**src/rtl/xnw_pkg.sv**
```systemverilog
package xnw_pkg;

    typedef enum logic [1:0] {
        ARB_NONE,
        ARB_DROP,
        ARB_STORE,
        ARB_BLOCK
    } arb_outcome_e;

    function automatic int idx_width(input int n);
        return (n > 1) ? $clog2(n) : 1;
    endfunction

endpackage

```
**src/rtl/xnw_part_map.sv**
```systemverilog
module xnw_part_map #(
    parameter int NP     = 3,
    parameter int NODE_W = 4,
    parameter int PW     = 2,
    parameter logic [NP-1:0][NODE_W-1:0] PART_BASE = '0
) (
    input  logic [NODE_W-1:0] node_id,
    output logic [PW-1:0]     part_idx
);

    // highest partition whose base does not exceed the node number
    always_comb begin
        part_idx = '0;
        for (int i = 0; i < NP; i++) begin
            if (node_id >= PART_BASE[i]) begin
                part_idx = PW'(i);
            end
        end
    end

endmodule

```
**src/rtl/xnw_tx_route.sv**
```systemverilog
module xnw_tx_route #(
    parameter int NP     = 3,
    parameter int NODE_W = 4,
    parameter int DATA_W = 8,
    parameter int PW     = 2
) (
    input  logic              host_tx_valid,
    output logic              host_tx_ready,
    input  logic [NODE_W-1:0] host_tx_dst,
    input  logic [DATA_W-1:0] host_tx_data,
    input  logic [PW-1:0]     part_idx,
    output logic [NP-1:0]     sub_tx_valid,
    input  logic [NP-1:0]     sub_tx_ready,
    output logic [NODE_W-1:0] sub_tx_dst,
    output logic [DATA_W-1:0] sub_tx_data
);

    generate
        for (genvar g = 0; g < NP; g++) begin : g_lane
            assign sub_tx_valid[g] = host_tx_valid && (part_idx == PW'(g));
        end
    endgenerate

    always_comb begin
        host_tx_ready = 1'b0;
        for (int i = 0; i < NP; i++) begin
            if (part_idx == PW'(i)) begin
                host_tx_ready = sub_tx_ready[i];
            end
        end
    end

    assign sub_tx_dst  = host_tx_dst;
    assign sub_tx_data = host_tx_data;

endmodule

```
**src/rtl/xnw_rx_arb.sv**
```systemverilog
module xnw_rx_arb
    import xnw_pkg::*;
#(
    parameter int NP     = 3,
    parameter int NODE_W = 4,
    parameter int DATA_W = 8,
    parameter int PW     = 2,
    parameter logic [NODE_W-1:0] MY_ID = '0
) (
    input  logic                         clk,
    input  logic                         rst_n,
    input  logic [NP-1:0]                sub_rx_valid,
    output logic [NP-1:0]                sub_rx_ready,
    input  logic [NP-1:0][NODE_W-1:0]    sub_rx_dst,
    input  logic [NP-1:0][DATA_W-1:0]    sub_rx_data,
    input  logic                         fifo_full,
    output logic                         wr_en,
    output logic [DATA_W-1:0]            wr_data
);

    logic [PW-1:0]  rr_ptr;
    logic [PW-1:0]  win;
    logic           found;
    logic           match;
    arb_outcome_e   outcome;

    // circular scan from the pointer
    always_comb begin
        found = 1'b0;
        win   = '0;
        for (int k = 0; k < NP; k++) begin
            int idx;
            idx = int'(rr_ptr) + k;
            if (idx >= NP) idx = idx - NP;
            if (!found && sub_rx_valid[idx]) begin
                found = 1'b1;
                win   = PW'(idx);
            end
        end
    end

    assign match   = (sub_rx_dst[win] == MY_ID);
    assign wr_data = sub_rx_data[win];

    always_comb begin
        if (!found)         outcome = ARB_NONE;
        else if (!match)    outcome = ARB_DROP;
        else if (fifo_full) outcome = ARB_BLOCK;
        else                outcome = ARB_STORE;
    end

    always_comb begin
        sub_rx_ready = '0;
        wr_en        = 1'b0;
        unique case (outcome)
            ARB_NONE:  ;
            ARB_DROP:  sub_rx_ready[win] = 1'b1;
            ARB_STORE: begin
                sub_rx_ready[win] = 1'b1;
                wr_en             = 1'b1;
            end
            ARB_BLOCK: ;
            default:   ;
        endcase
    end

    always_ff @(posedge clk) begin
        if (!rst_n) begin
            rr_ptr <= '0;
        end else if (outcome == ARB_DROP || outcome == ARB_STORE) begin
            rr_ptr <= (win == PW'(NP - 1)) ? '0 : win + 1'b1;
        end
    end

    AST_RX_ONE_GRANT: assert property (@(posedge clk) disable iff (!rst_n)
        $onehot0(sub_rx_ready)) else $error("two receive grants");

    AST_RX_GRANT_VALID: assert property (@(posedge clk) disable iff (!rst_n)
        (sub_rx_ready & ~sub_rx_valid) == '0) else $error("grant without valid");

endmodule

```
**src/rtl/xnw_rx_fifo.sv**
```systemverilog
module xnw_rx_fifo #(
    parameter int DATA_W = 8,
    parameter int DEPTH  = 4,
    localparam int AW    = (DEPTH > 1) ? $clog2(DEPTH) : 1,
    localparam int CW    = $clog2(DEPTH + 1)
) (
    input  logic              clk,
    input  logic              rst_n,
    input  logic              wr_en,
    input  logic [DATA_W-1:0] wr_data,
    output logic              full,
    output logic              out_valid,
    input  logic              out_ready,
    output logic [DATA_W-1:0] out_data
);

    logic [DATA_W-1:0] mem [DEPTH];
    logic [AW-1:0]     wr_ptr, rd_ptr;
    logic [CW-1:0]     count;
    logic              rd_en;

    assign full      = (count == CW'(DEPTH));
    assign out_valid = (count != '0);
    assign out_data  = mem[rd_ptr];
    assign rd_en     = out_valid && out_ready;

    always_ff @(posedge clk) begin
        if (!rst_n) begin
            wr_ptr <= '0;
            rd_ptr <= '0;
            count  <= '0;
        end else begin
            if (wr_en) begin
                wr_ptr <= (wr_ptr == AW'(DEPTH - 1)) ? '0 : wr_ptr + 1'b1;
            end
            if (rd_en) begin
                rd_ptr <= (rd_ptr == AW'(DEPTH - 1)) ? '0 : rd_ptr + 1'b1;
            end
            count <= count + CW'(wr_en) - CW'(rd_en);
        end
    end

    always_ff @(posedge clk) begin
        if (wr_en) begin
            mem[wr_ptr] <= wr_data;
        end
    end

    AST_NO_OVERFLOW: assert property (@(posedge clk) disable iff (!rst_n)
        wr_en |-> !full) else $error("write into full buffer");

    AST_RX_HOLD: assert property (@(posedge clk) disable iff (!rst_n)
        (out_valid && !out_ready) |=> (out_valid && $stable(out_data)))
        else $error("offered message changed");

endmodule

```
**src/rtl/xnw_node_wrap.sv**
```systemverilog
module xnw_node_wrap
    import xnw_pkg::*;
#(
    parameter int NUM_PART = 3,
    parameter int NODE_W   = 4,
    parameter int DATA_W   = 8,
    parameter int RX_DEPTH = 4,
    parameter logic [NODE_W-1:0] MY_ID = 4'd6,
    parameter logic [NUM_PART-1:0][NODE_W-1:0] PART_BASE = {4'd9, 4'd5, 4'd0},
    localparam int PW = idx_width(NUM_PART)
) (
    input  logic                              clk,
    input  logic                              rst_n,
    input  logic                              host_tx_valid,
    output logic                              host_tx_ready,
    input  logic [NODE_W-1:0]                 host_tx_dst,
    input  logic [DATA_W-1:0]                 host_tx_data,
    output logic [NUM_PART-1:0]               sub_tx_valid,
    input  logic [NUM_PART-1:0]               sub_tx_ready,
    output logic [NODE_W-1:0]                 sub_tx_dst,
    output logic [DATA_W-1:0]                 sub_tx_data,
    input  logic [NUM_PART-1:0]               sub_rx_valid,
    output logic [NUM_PART-1:0]               sub_rx_ready,
    input  logic [NUM_PART-1:0][NODE_W-1:0]   sub_rx_dst,
    input  logic [NUM_PART-1:0][DATA_W-1:0]   sub_rx_data,
    output logic                              host_rx_valid,
    input  logic                              host_rx_ready,
    output logic [DATA_W-1:0]                 host_rx_data
);

    logic [PW-1:0]     tx_part;
    logic              fifo_full;
    logic              fifo_wr;
    logic [DATA_W-1:0] fifo_wdata;

    xnw_part_map #(
        .NP(NUM_PART), .NODE_W(NODE_W), .PW(PW), .PART_BASE(PART_BASE)
    ) u_map (
        .node_id  (host_tx_dst),
        .part_idx (tx_part)
    );

    xnw_tx_route #(
        .NP(NUM_PART), .NODE_W(NODE_W), .DATA_W(DATA_W), .PW(PW)
    ) u_tx (
        .host_tx_valid (host_tx_valid),
        .host_tx_ready (host_tx_ready),
        .host_tx_dst   (host_tx_dst),
        .host_tx_data  (host_tx_data),
        .part_idx      (tx_part),
        .sub_tx_valid  (sub_tx_valid),
        .sub_tx_ready  (sub_tx_ready),
        .sub_tx_dst    (sub_tx_dst),
        .sub_tx_data   (sub_tx_data)
    );

    xnw_rx_arb #(
        .NP(NUM_PART), .NODE_W(NODE_W), .DATA_W(DATA_W), .PW(PW), .MY_ID(MY_ID)
    ) u_arb (
        .clk          (clk),
        .rst_n        (rst_n),
        .sub_rx_valid (sub_rx_valid),
        .sub_rx_ready (sub_rx_ready),
        .sub_rx_dst   (sub_rx_dst),
        .sub_rx_data  (sub_rx_data),
        .fifo_full    (fifo_full),
        .wr_en        (fifo_wr),
        .wr_data      (fifo_wdata)
    );

    xnw_rx_fifo #(
        .DATA_W(DATA_W), .DEPTH(RX_DEPTH)
    ) u_fifo (
        .clk       (clk),
        .rst_n     (rst_n),
        .wr_en     (fifo_wr),
        .wr_data   (fifo_wdata),
        .full      (fifo_full),
        .out_valid (host_rx_valid),
        .out_ready (host_rx_ready),
        .out_data  (host_rx_data)
    );

    AST_TX_ONEHOT: assert property (@(posedge clk) disable iff (!rst_n)
        $onehot0(sub_tx_valid)) else $error("message on two subnets");

    AST_TX_QUIET: assert property (@(posedge clk) disable iff (!rst_n)
        !host_tx_valid |-> (sub_tx_valid == '0)) else $error("spurious transmit");

endmodule

```
**config.mk**
```make
export PLATFORM = sky130hd
export DESIGN_NAME = xnw_node_wrap
export DESIGN_NICKNAME = d
export VERILOG_FILES = /design/src/rtl/xnw_pkg.sv /design/src/rtl/xnw_part_map.sv /design/src/rtl/xnw_tx_route.sv /design/src/rtl/xnw_rx_arb.sv /design/src/rtl/xnw_rx_fifo.sv /design/src/rtl/xnw_node_wrap.sv
export SDC_FILE = /design/constraint.sdc
export NUM_CORES = 1
export LEC_CHECK = 0
export BUFFER_PORTS_ARGS = -buffer_cell sky130_fd_sc_hd__buf_2
export CAP_MARGIN = 20
export CORE_ASPECT_RATIO = 1.25
export CORE_MARGIN = 2
export CORE_UTILIZATION = 50
export DETAILED_ROUTE_END_ITERATION = 8
export PLACE_DENSITY = 0.77
export SLEW_MARGIN = 20
export SYNTH_ARGS = -nofsm -noshare
export SYNTH_HDL_FRONTEND = slang
export SYNTH_SLANG_ARGS = --single-unit
```
**constraint.sdc**
```tcl
create_clock -name clk -period 8 [get_ports clk]
set_input_delay 0.4 -clock clk [delete_from_list [all_inputs] [get_ports clk]]
set_output_delay 0.4 -clock clk [all_outputs]
set_load 0.02 [all_outputs]
```
==> results of run 1 <==
## critical path: stages (launching register included)
cell,delay (ps)
dfxtp_1,380
inv_1,80
ha_1,320
and2b_1,200
o21ai_0,200
a21oi_2,90
o22ai_2,610
mux2i_1,360
o21ai_1,110
ha_1,380
nor3b_1,200
buf_2,190
## power breakdown
| group | internal, mW | leakage [nW] | switching, mW |
|---|---|---|---|
| registers | 0.298 | 0.377 | 0.0242 |
| logic | 0.171 | 0.742 | 0.227 |
| clock network | 0.125 | 0.0654 | 0.0705 |
| total | 0.594 | 1.18 | 0.322 |
## metrics by stage
stage / util [%] / instances / total power [mW] / hold slack (ps)
2_1_floorplan: - / 201 / 0.650 / 464
3_3_place_gp: 57.6 / 310 / 0.721 / 486
3_5_place_dp: 57.6 / 310 / 0.728 / 497
4_1_cts: 60.4 / 318 / 0.923 / 409
5_1_grt: 60.4 / 318 / 0.977 / 410
6_report: 60.4 / 318 / 0.915 / 413
## logic make-up after synthesis
group	Yosys count
mux	22
flops	43
simple gates	61
compound gates	32
fa+ha+maj	13
buf+inv	28
xor+xnor	2
## state kept, by name, summed over array words and instances, names as in the netlist, named ones only
| signal | flops |
|---|---|
| u_fifo.mem | 32 |
| u_fifo.count | 3 |
| u_arb.rr_ptr | 2 |
| u_fifo.rd_ptr | 2 |
| u_fifo.wr_ptr | 2 |
## cell usage after synthesis (2+ instances only)
library cell | n | area share [%]
o21a_1 | 2 | 0.61
inv_1 | 8 | 1.2
buf_4 | 13 | 3.9
buf_2 | 2 | 0.40
nor2b_1 | 6 | 1.5
and2_1 | 7 | 1.8
nor3b_1 | 4 | 1.2
dfxtp_1 | 11 | 8.9
nand4bb_1 | 2 | 0.91
nor3_1 | 3 | 0.61
mux4_2 | 8 | 7.3
nand3b_1 | 3 | 0.91
or3b_1 | 2 | 0.71
nor2_1 | 14 | 2.1
xnor2_1 | 2 | 0.71
a21oi_1 | 11 | 2.2
mux2i_1 | 13 | 5.3
ha_1 | 12 | 6.1
edfxtp_1 | 32 | 39
nand2b_1 | 3 | 0.76
o21ai_1 | 2 | 0.40
or3_1 | 2 | 0.51
nand2_1 | 7 | 1.1
o21ai_0 | 3 | 0.61
buf_6 | 3 | 1.4
and3b_1 | 2 | 0.71
## layer usage
layer  track usage (%)  vias to the layer above  wire length (um)
li1                  -                      838                 -
met1              18.4                      782              1790
met2              32.7                       52              2310
met3              3.66                        5               266
met4              4.90                        0                42
met5                 0                        -                 0
## worst min-delay path by stage
| stage | startpoint | endpoint | slack [ps] | depth (start not counted) |
|---|---|---|---|---|
| after CTS | rst_n | u_fifo.wr_ptr[0] | 410 | 2 |
| after global placement | u_arb.rr_ptr[1] | u_arb.rr_ptr[1] | 490 | 2 |
| after global routing | rst_n | u_fifo.wr_ptr[0] | 410 | 2 |
| final | rst_n | u_fifo.wr_ptr[0] | 410 | 2 |
| after floorplan | u_arb.rr_ptr[1] | u_arb.rr_ptr[1] | 460 | 2 |
| after detailed placement | u_arb.rr_ptr[1] | u_arb.rr_ptr[1] | 500 | 2 |
## area by class of cell
type                            instances  share of cell area (%)
Clock buffer                            6                    2.52
Sequential cell                        43                    41.1
Timing Repair Buffer                   69                    12.0
Multi-Input combinational cell        130                    38.7
Clock inverter                          2                    2.09
Tap cell                               60                    2.61
Inverter                                8                    1.04
==> reports/results.ini, run 1 <==
[outcome]
status=finished, final reports clean

[floorplanning]
die_h_um=82.6
die_x_um=66.9
core_sq_um=4760
row_count=28
die_area_sq_um=5530
start_util_pct=51.9
io-pin-count=86

[grt]
overflow=0
antenna_found_initial=0
first_global_vias=1593
grt_max_degree=26
grt_pass1_wl_um=7000
grt_use_total_pct=17.0

[yosys]
synthAdderAreaFrac_pct=6.88
seq_area_frac_synth_pct=47.8
synth_compound_area_share_pct=9.46
synth-edff-count=32
synthesis.nets=272
synth_top_family_by_area=simple AND/OR/NAND/NOR gates
ys_warn_count=0
synth_mux_area_share_pct=13.1
synthFlopType=edfxtp_1
async_reset_ff_share_pct=0
synth_cell_type_count=50
synth_area_sq_um=2470
syn_avg_cell_area_sq_um=12.3
synth_xor_xnor_area_share_pct=0.709
postSynthCellCount=201
synthSimpleGateAreaFrac_pct=14.8
ys_seq_elements=43

[clock_tree]
postCtsResizedCells=0
clk-insertion-delay-late_ps=290
cts_tree=yes
clock_path_buffers=2
htree_levels=2
cts_root_buffer=clkbuf_8
cts_made_buffers=5
cts_setup_buffers=0
numClockSinks=43
clkTransAtPathRegs_ps=70
holdBufCountCts=0

[timing]
max_freq_mhz=260
hold_viol_final=0
worstMarginPinSlew_ps=796
slew_headroom_pct=47.0
rsz0062_at_grt=false
fin_tns_setup_ps=0
drv_slew=0
setup_violations=0
worst_slack_ps=4150
fin_crit_sh_pct=48.1
clock-skew-final_ps=3.59
min_period_ps=3850

[critical_path]
endpoint=sub_rx_ready[1]
crit_required_ps=7600
r2r_end=u_fifo.count[2]
cp-end-kind=primary output
rrSetupSlack_ps=4170
startpoint=u_arb.rr_ptr[0]
path_class=flip-flop to primary output
worstPathMaxFanout=11
r2r_start=u_arb.rr_ptr[0]
cp.arrival_ps=3450
reg2reg_depth=15
startpoint_type=flip-flop

[drt]
wire_per_inst_um=13.9
drc=0
detail-route-antenna-nets=0
drtPass1Iterations=4
vias=1677
vias_per_cell=5.27
wirelength_um=4410
drt_iter0_drc=82

[power]
p_leak_nw=1.18
power_density_nw_per_um2=318
ir_drop_uv=173

[worst_hold_path]
worstHoldPathType=input port to flip-flop

[finish]
final_cell_mix=buf_2, edfxtp_1, nor2_1
drive_gt1_share_pct=36.0
insertedDiodeCount=0
area_growth_pct=16.3
seq_area_sq_um=1180
fillers=407
design_area_sq_um=2880
layout.nets=328
multi_input_area_sq_um=1110
mostFrequentLayoutCell=buf_2

[job]
max_cap_viol_count=0

[placement]
port_buffers=69
dp_slack_ps=4130
dpl.hpwl_um=3300
dpl_cell_area_sq_um=2740
routabilityCongestion=0.783

Power figures use the tool's default switching activity.
==> inputs of run 2 (changes only) <==
==> constraint.sdc (replaced) <==
create_clock -name clk -period 3.9 [get_ports clk]
set_input_delay 0.195 -clock clk [delete_from_list [all_inputs] [get_ports clk]]
set_output_delay 0.195 -clock clk [all_outputs]
set_load 0.02 [all_outputs]
==> reports/results.ini, run 2 (synthesized netlist as in run 1, its figures left out) <==
[drt]
wire_per_inst_um=13.9  ; about the same
wirelength_um=4430  ; +0.57%
drc=0  ; unchanged
detail-route-antenna-nets=0  ; unchanged
drtPass1Iterations=4  ; unchanged
drt_iter0_drc=44  ; -46%
vias_per_cell=5.31  ; +0.74%
vias=1700  ; +1.4%

[clock_tree]
cts_tree=yes
cts_setup_buffers=0  ; unchanged
postCtsResizedCells=0  ; unchanged
clkTransAtPathRegs_ps=70  ; about the same
cts_root_buffer=clkbuf_8
htree_levels=2  ; unchanged
cts_made_buffers=5  ; unchanged
clock_path_buffers=2  ; unchanged
numClockSinks=43  ; unchanged
clk-insertion-delay-late_ps=280  ; about the same
holdBufCountCts=0  ; unchanged

[finish]
mostFrequentLayoutCell=buf_2
final-instance-count-excl-fill=320  ; +0.63%
insertedDiodeCount=0  ; unchanged
top_register=u_fifo.mem
final_cell_mix=buf_2, edfxtp_1, nor2_1
reg.largest.list=u_fifo.mem x32, u_fifo.count x3
drive_gt1_share_pct=36.5  ; +0.49 points
layout.nets=330  ; +0.61%
fillers=419  ; +2.9%
area_growth_pct=15.0
fin_util_pct=59.7  ; -0.68 points
largest_register_ff_count=32  ; unchanged

[worst_hold_path]
whs_endpoint=u_fifo.wr_ptr[0]
worstHoldPathType=input port to flip-flop
hold_depth=2  ; unchanged
hp-start=rst_n

[timing]
setup_violations=0  ; unchanged
clock-skew-final_ps=3.93  ; +0.348 ps
worstMarginPinSlew_ps=541  ; -255 ps
drv_slew=0  ; unchanged
hold_ws_ps=226  ; -186 ps
min_period_ps=3440
rsz0062_at_grt=false
fin_crit_sh_pct=88.2
hold_viol_final=0  ; unchanged
max_freq_mhz=291
slew_headroom_pct=63.9  ; +17 points
fin_tns_setup_ps=0  ; unchanged

[grt]
grt_max_degree=20  ; -23%
grt_use_total_pct=17.5  ; +0.48 points
first_global_vias=1574  ; -1.2%
grt_pass1_wl_um=7090  ; +1.3%
antenna_found_initial=0  ; unchanged
overflow=0  ; unchanged

[critical_path]
worstPathMaxFanout=10  ; -1
cp.arrival_ps=3630  ; +180 ps
crit_required_ps=4080  ; -3520 ps
rrSetupSlack_ps=460  ; -3710 ps
r2r_end=u_fifo.count[2]
r2r_start=u_arb.rr_ptr[0]
path_class=flip-flop to flip-flop
startpoint_type=flip-flop
cp-end-kind=flip-flop
reg2reg_depth=15  ; unchanged

[placement]
port_buffers=69  ; unchanged
dpl.hpwl_um=3560  ; +8.0%
routabilityCongestion=0.797  ; +1.8%
dp_cells=312  ; +0.65%

[power]
power_mw=1.75  ; +92%
p_leak_nw=1.17  ; -1.3%
power_density_nw_per_um2=617  ; +94%
ir_drop_uv=377  ; +120%

[floorplanning]
io-pin-count=86  ; unchanged
start_util_pct=51.9  ; unchanged
die_area_sq_um=5530  ; unchanged
row_count=28  ; unchanged
core_sq_um=4760  ; unchanged
die_x_um=66.9  ; unchanged
die_h_um=82.6  ; unchanged

[outcome]
status=finished, final reports clean

[job]
max_cap_viol_count=0  ; unchanged

## run 2: changes by cell type in the layout (fill, tap and decap cells not counted)
cell / previous run / this run
buf_4: 0 / 2
bufinv_16: 2 / 0
clkinv_2: 0 / 1
clkinvlp_4: 0 / 1
## run 2: worst max path at each step
stage                     from         endpoint  slack, ps  depth (start not counted)
4_1_cts        u_arb.rr_ptr[0]  u_fifo.count[2]        430                         15
6_report       u_arb.rr_ptr[0]  u_fifo.count[2]        460                         15
3_5_place_dp   u_arb.rr_ptr[0]  u_fifo.count[2]        440                         15
2_1_floorplan  u_arb.rr_ptr[0]  u_fifo.count[2]        640                         16
3_3_place_gp   u_arb.rr_ptr[0]  u_fifo.count[2]        520                         15
5_1_grt        u_arb.rr_ptr[0]  u_fifo.count[2]        120                         15
## run 2: worst max-delay path: stages (launching register included)
cell and delay [ps]:
dfxtp_1 380, inv_1 80, ha_1 430, nand2b_1 220, o31ai_2 190, nor2_1 60, o31a_2 380, o21ba_1 190
o21ai_1 70, ha_1 300, ha_1 190, inv_1 50, fa_1 380, xnor2_1 150, xnor2_1 120, and2_1 150
## run 2: power by group
group	total, mW	internal (mW)	leakage [nW]	switching [mW]
registers	0.660	0.611	0.377	0.0491
logic	0.830	0.363	0.751	0.467
clock network	0.264	0.125	0.0412	0.139
## run 2: cell type report
type,instances,area [sq um],share of cell area [%]
Clock buffer,6,72.6,2.55
Tap cell,60,75.1,2.64
Inverter,8,30.0,1.06
Clock inverter,2,12.5,0.440
Sequential cell,43,1180,41.5
Multi-Input combinational cell,130,1110,39.1
Timing Repair Buffer,71,360,12.7
## run 2: layer usage
layer  share of wire [%]  track usage, %  wire, um
met3                 4.9            3.39       219
met4                 1.1            4.90        49
met1                  39            19.9      1740
met2                  55            32.9      2420
met5                   0               0         0
## run 2: per-stage QoR
stage	cell area (sq um)	worst slack (ps)
2_1_floorplan	2470	636
3_3_place_gp	2760	520
3_5_place_dp	2760	438
4_1_cts	2840	427
5_1_grt	2840	119
6_report	2840	459
==> inputs of run 3 (changes only) <==
--- a/config.mk
+++ b/config.mk
@@ -9,9 +9,9 @@
 export CAP_MARGIN = 20
 export CORE_ASPECT_RATIO = 1.25
 export CORE_MARGIN = 2
-export CORE_UTILIZATION = 50
+export CORE_UTILIZATION = 45
 export DETAILED_ROUTE_END_ITERATION = 8
-export PLACE_DENSITY = 0.77
+export PLACE_DENSITY = 0.81
 export SLEW_MARGIN = 20
 export SYNTH_ARGS = -nofsm -noshare
 export SYNTH_HDL_FRONTEND = slang
==> constraint.sdc (replaced) <==
create_clock -name clk -period 2.85 [get_ports clk]
set_input_delay 0.1425 -clock clk [delete_from_list [all_inputs] [get_ports clk]]
set_output_delay 0.1425 -clock clk [all_outputs]
set_load 0.02 [all_outputs]
==> reports/results.ini, run 3 (synthesized netlist as in run 1, its figures left out) <==
[finish]
reg.largest.list=u_fifo.mem x32, u_fifo.count x3
drive_gt1_share_pct=47.9  ; +11 points
largest_register_ff_count=32  ; unchanged
area_growth_pct=29.1
fillers=432  ; +3.1%
insertedDiodeCount=0  ; unchanged
layout.nets=352  ; +6.7%
top_register=u_fifo.mem
final_cell_mix=buf_2, edfxtp_1, buf_4
final-instance-count-excl-fill=346  ; +8.1%
mostFrequentLayoutCell=buf_2
fin_util_pct=59.5  ; -0.20 points
design_area_sq_um=3190  ; +12%

[floorplanning]
io-pin-count=86  ; unchanged
die_x_um=70.3  ; +5.1%
core_sq_um=5370  ; +13%
die_h_um=86.9  ; +5.1%
row_count=30  ; +7.1%
start_util_pct=46.1  ; -5.8 points
die_area_sq_um=6110  ; +10%

[clock_tree]
htree_levels=2  ; unchanged
clock_path_buffers=2  ; unchanged
clk-insertion-delay-late_ps=290  ; about the same
cts_tree=yes
holdBufCountCts=0  ; unchanged
cts_root_buffer=clkbuf_8
numClockSinks=43  ; unchanged
cts_made_buffers=5  ; unchanged
clkTransAtPathRegs_ps=80  ; about the same

[drt]
drtPass1Iterations=4  ; unchanged
wirelength_um=4990  ; +12%
drc=0  ; unchanged
wire_per_inst_um=14.4  ; +4.0%
vias_per_cell=5.27  ; -0.88%
detail-route-antenna-nets=0  ; unchanged
drt_iter0_drc=66  ; +50%
vias=1822  ; +7.2%

[power]
power_density_nw_per_um2=895  ; +45%
power_mw=2.86  ; +63%
p_leak_nw=1.32  ; +13%
ir_drop_uv=710  ; +89%

[timing]
hold_viol_final=0  ; unchanged
clock-skew-final_ps=6.90  ; +2.97 ps
drv_slew=0  ; unchanged
setup_violations=1  ; +1
worst_slack_ps=-37.9  ; -497 ps
max_freq_mhz=346  ; +19%
worstMarginPinSlew_ps=523  ; -17.7 ps
rsz0062_at_grt=true
fin_crit_sh_pct=101  ; +13 points
min_period_ps=2890  ; -553 ps
slew_headroom_pct=65.1  ; +1.2 points

[critical_path]
startpoint_type=flip-flop
crit_required_ps=3040  ; -1040 ps
cp-end-kind=flip-flop
worstPathMaxFanout=6  ; -4
path_class=flip-flop to flip-flop
cp.arrival_ps=3080  ; -550 ps

[placement]
dpl_cell_area_sq_um=2950  ; +6.9%
port_buffers=69  ; unchanged
routabilityCongestion=0.866  ; +8.7%
dpl.hpwl_um=3800  ; +6.8%
dp_cells=334  ; +7.1%

[outcome]
status=finished, violations left
violations=negative setup slack

[grt]
grt_use_total_pct=17.1  ; -0.36 points
overflow=0  ; unchanged
grt_pass1_wl_um=7960  ; +12%
first_global_vias=1775  ; +13%
grt_max_degree=22  ; +10%
antenna_found_initial=0  ; unchanged

[worst_hold_path]
worstHoldPathType=input port to flip-flop

[job]
max_cap_viol_count=0  ; unchanged

[run 3: cell types whose count changed in the layout (fill, tap and decap cells not counted), sizes merged]
cell / delta
buf: +22
bufinv: +1
clkbuf: -1
clkinv: +1
clkinvlp: -1
[run 3: layout make-up]
class | count | area (sq um) | area share [%]
multi-input cells | 130 | 1240 | 38.8
flip-flops and latches | 43 | 1190 | 37.2
repair buffers | 93 | 542 | 17.0
well taps | 64 | 80.1 | 2.51
clock buffers | 5 | 68.8 | 2.16
clock inverters | 3 | 43.8 | 1.37
inverters | 8 | 32.5 | 1.02
[run 3: what timing repair did]
action,4_1_cts,5_1_grt
setup endpoints to repair,3,17
resized for setup,13,7
pin swaps,13,7
buffers inserted,4,0
[run 3: metal layers]
layer / track usage (%) / part of all wire (%) / routed length, um
met4: 7.52 / 1.3 / 65
met2: 32.6 / 55 / 2750
met5: 0 / 0 / 0
met1: 17.3 / 38 / 1880
met3: 4.51 / 5.8 / 291
[run 3: power by group]
part	switching (mW)	internal [mW]	leakage, nW	total, mW
clock	0.202	0.261	0.0581	0.463
combinational	0.757	0.725	0.885	1.48
sequential	0.0722	0.839	0.379	0.912
[run 3: critical path, stage by stage (launching register included)]
cell and delay, ps:
dfxtp_4 360, buf_6 120, ha_4 180, nor2b_1 160, o31ai_4 220, nor2_1 60
o31a_2 330, a211oi_4 300, ha_4 190, ha_4 120, inv_2 30, fa_2 340
xnor2_2 140, xnor2_1 120, and2_1 130
[run 3: stage by stage]
step / setup TNS [ps] / setup WS (ps) / hold slack [ps]
finish: -37.9 / -37.9 / 162
global route: -285 / -127 / 165
CTS: -51.8 / -51.8 / 158
detailed placement: -153 / -153 / 285
global placement: -81.0 / -81.0 / 285
floorplan: -253 / -232 / 260
[run 3: final timing paths]
| kind | startpoint | to | slack (ps) | depth (start not counted) |
|---|---|---|---|---|
| max | u_arb.rr_ptr[0] | u_fifo.count[2] | -40 | 14 |
| max reg2reg | u_arb.rr_ptr[0] | u_fifo.count[2] | -40 | 14 |
| min | rst_n | u_fifo.wr_ptr[0] | 160 | 2 |
| min reg2reg | u_arb.rr_ptr[1] | u_arb.rr_ptr[1] | 510 | 2 |
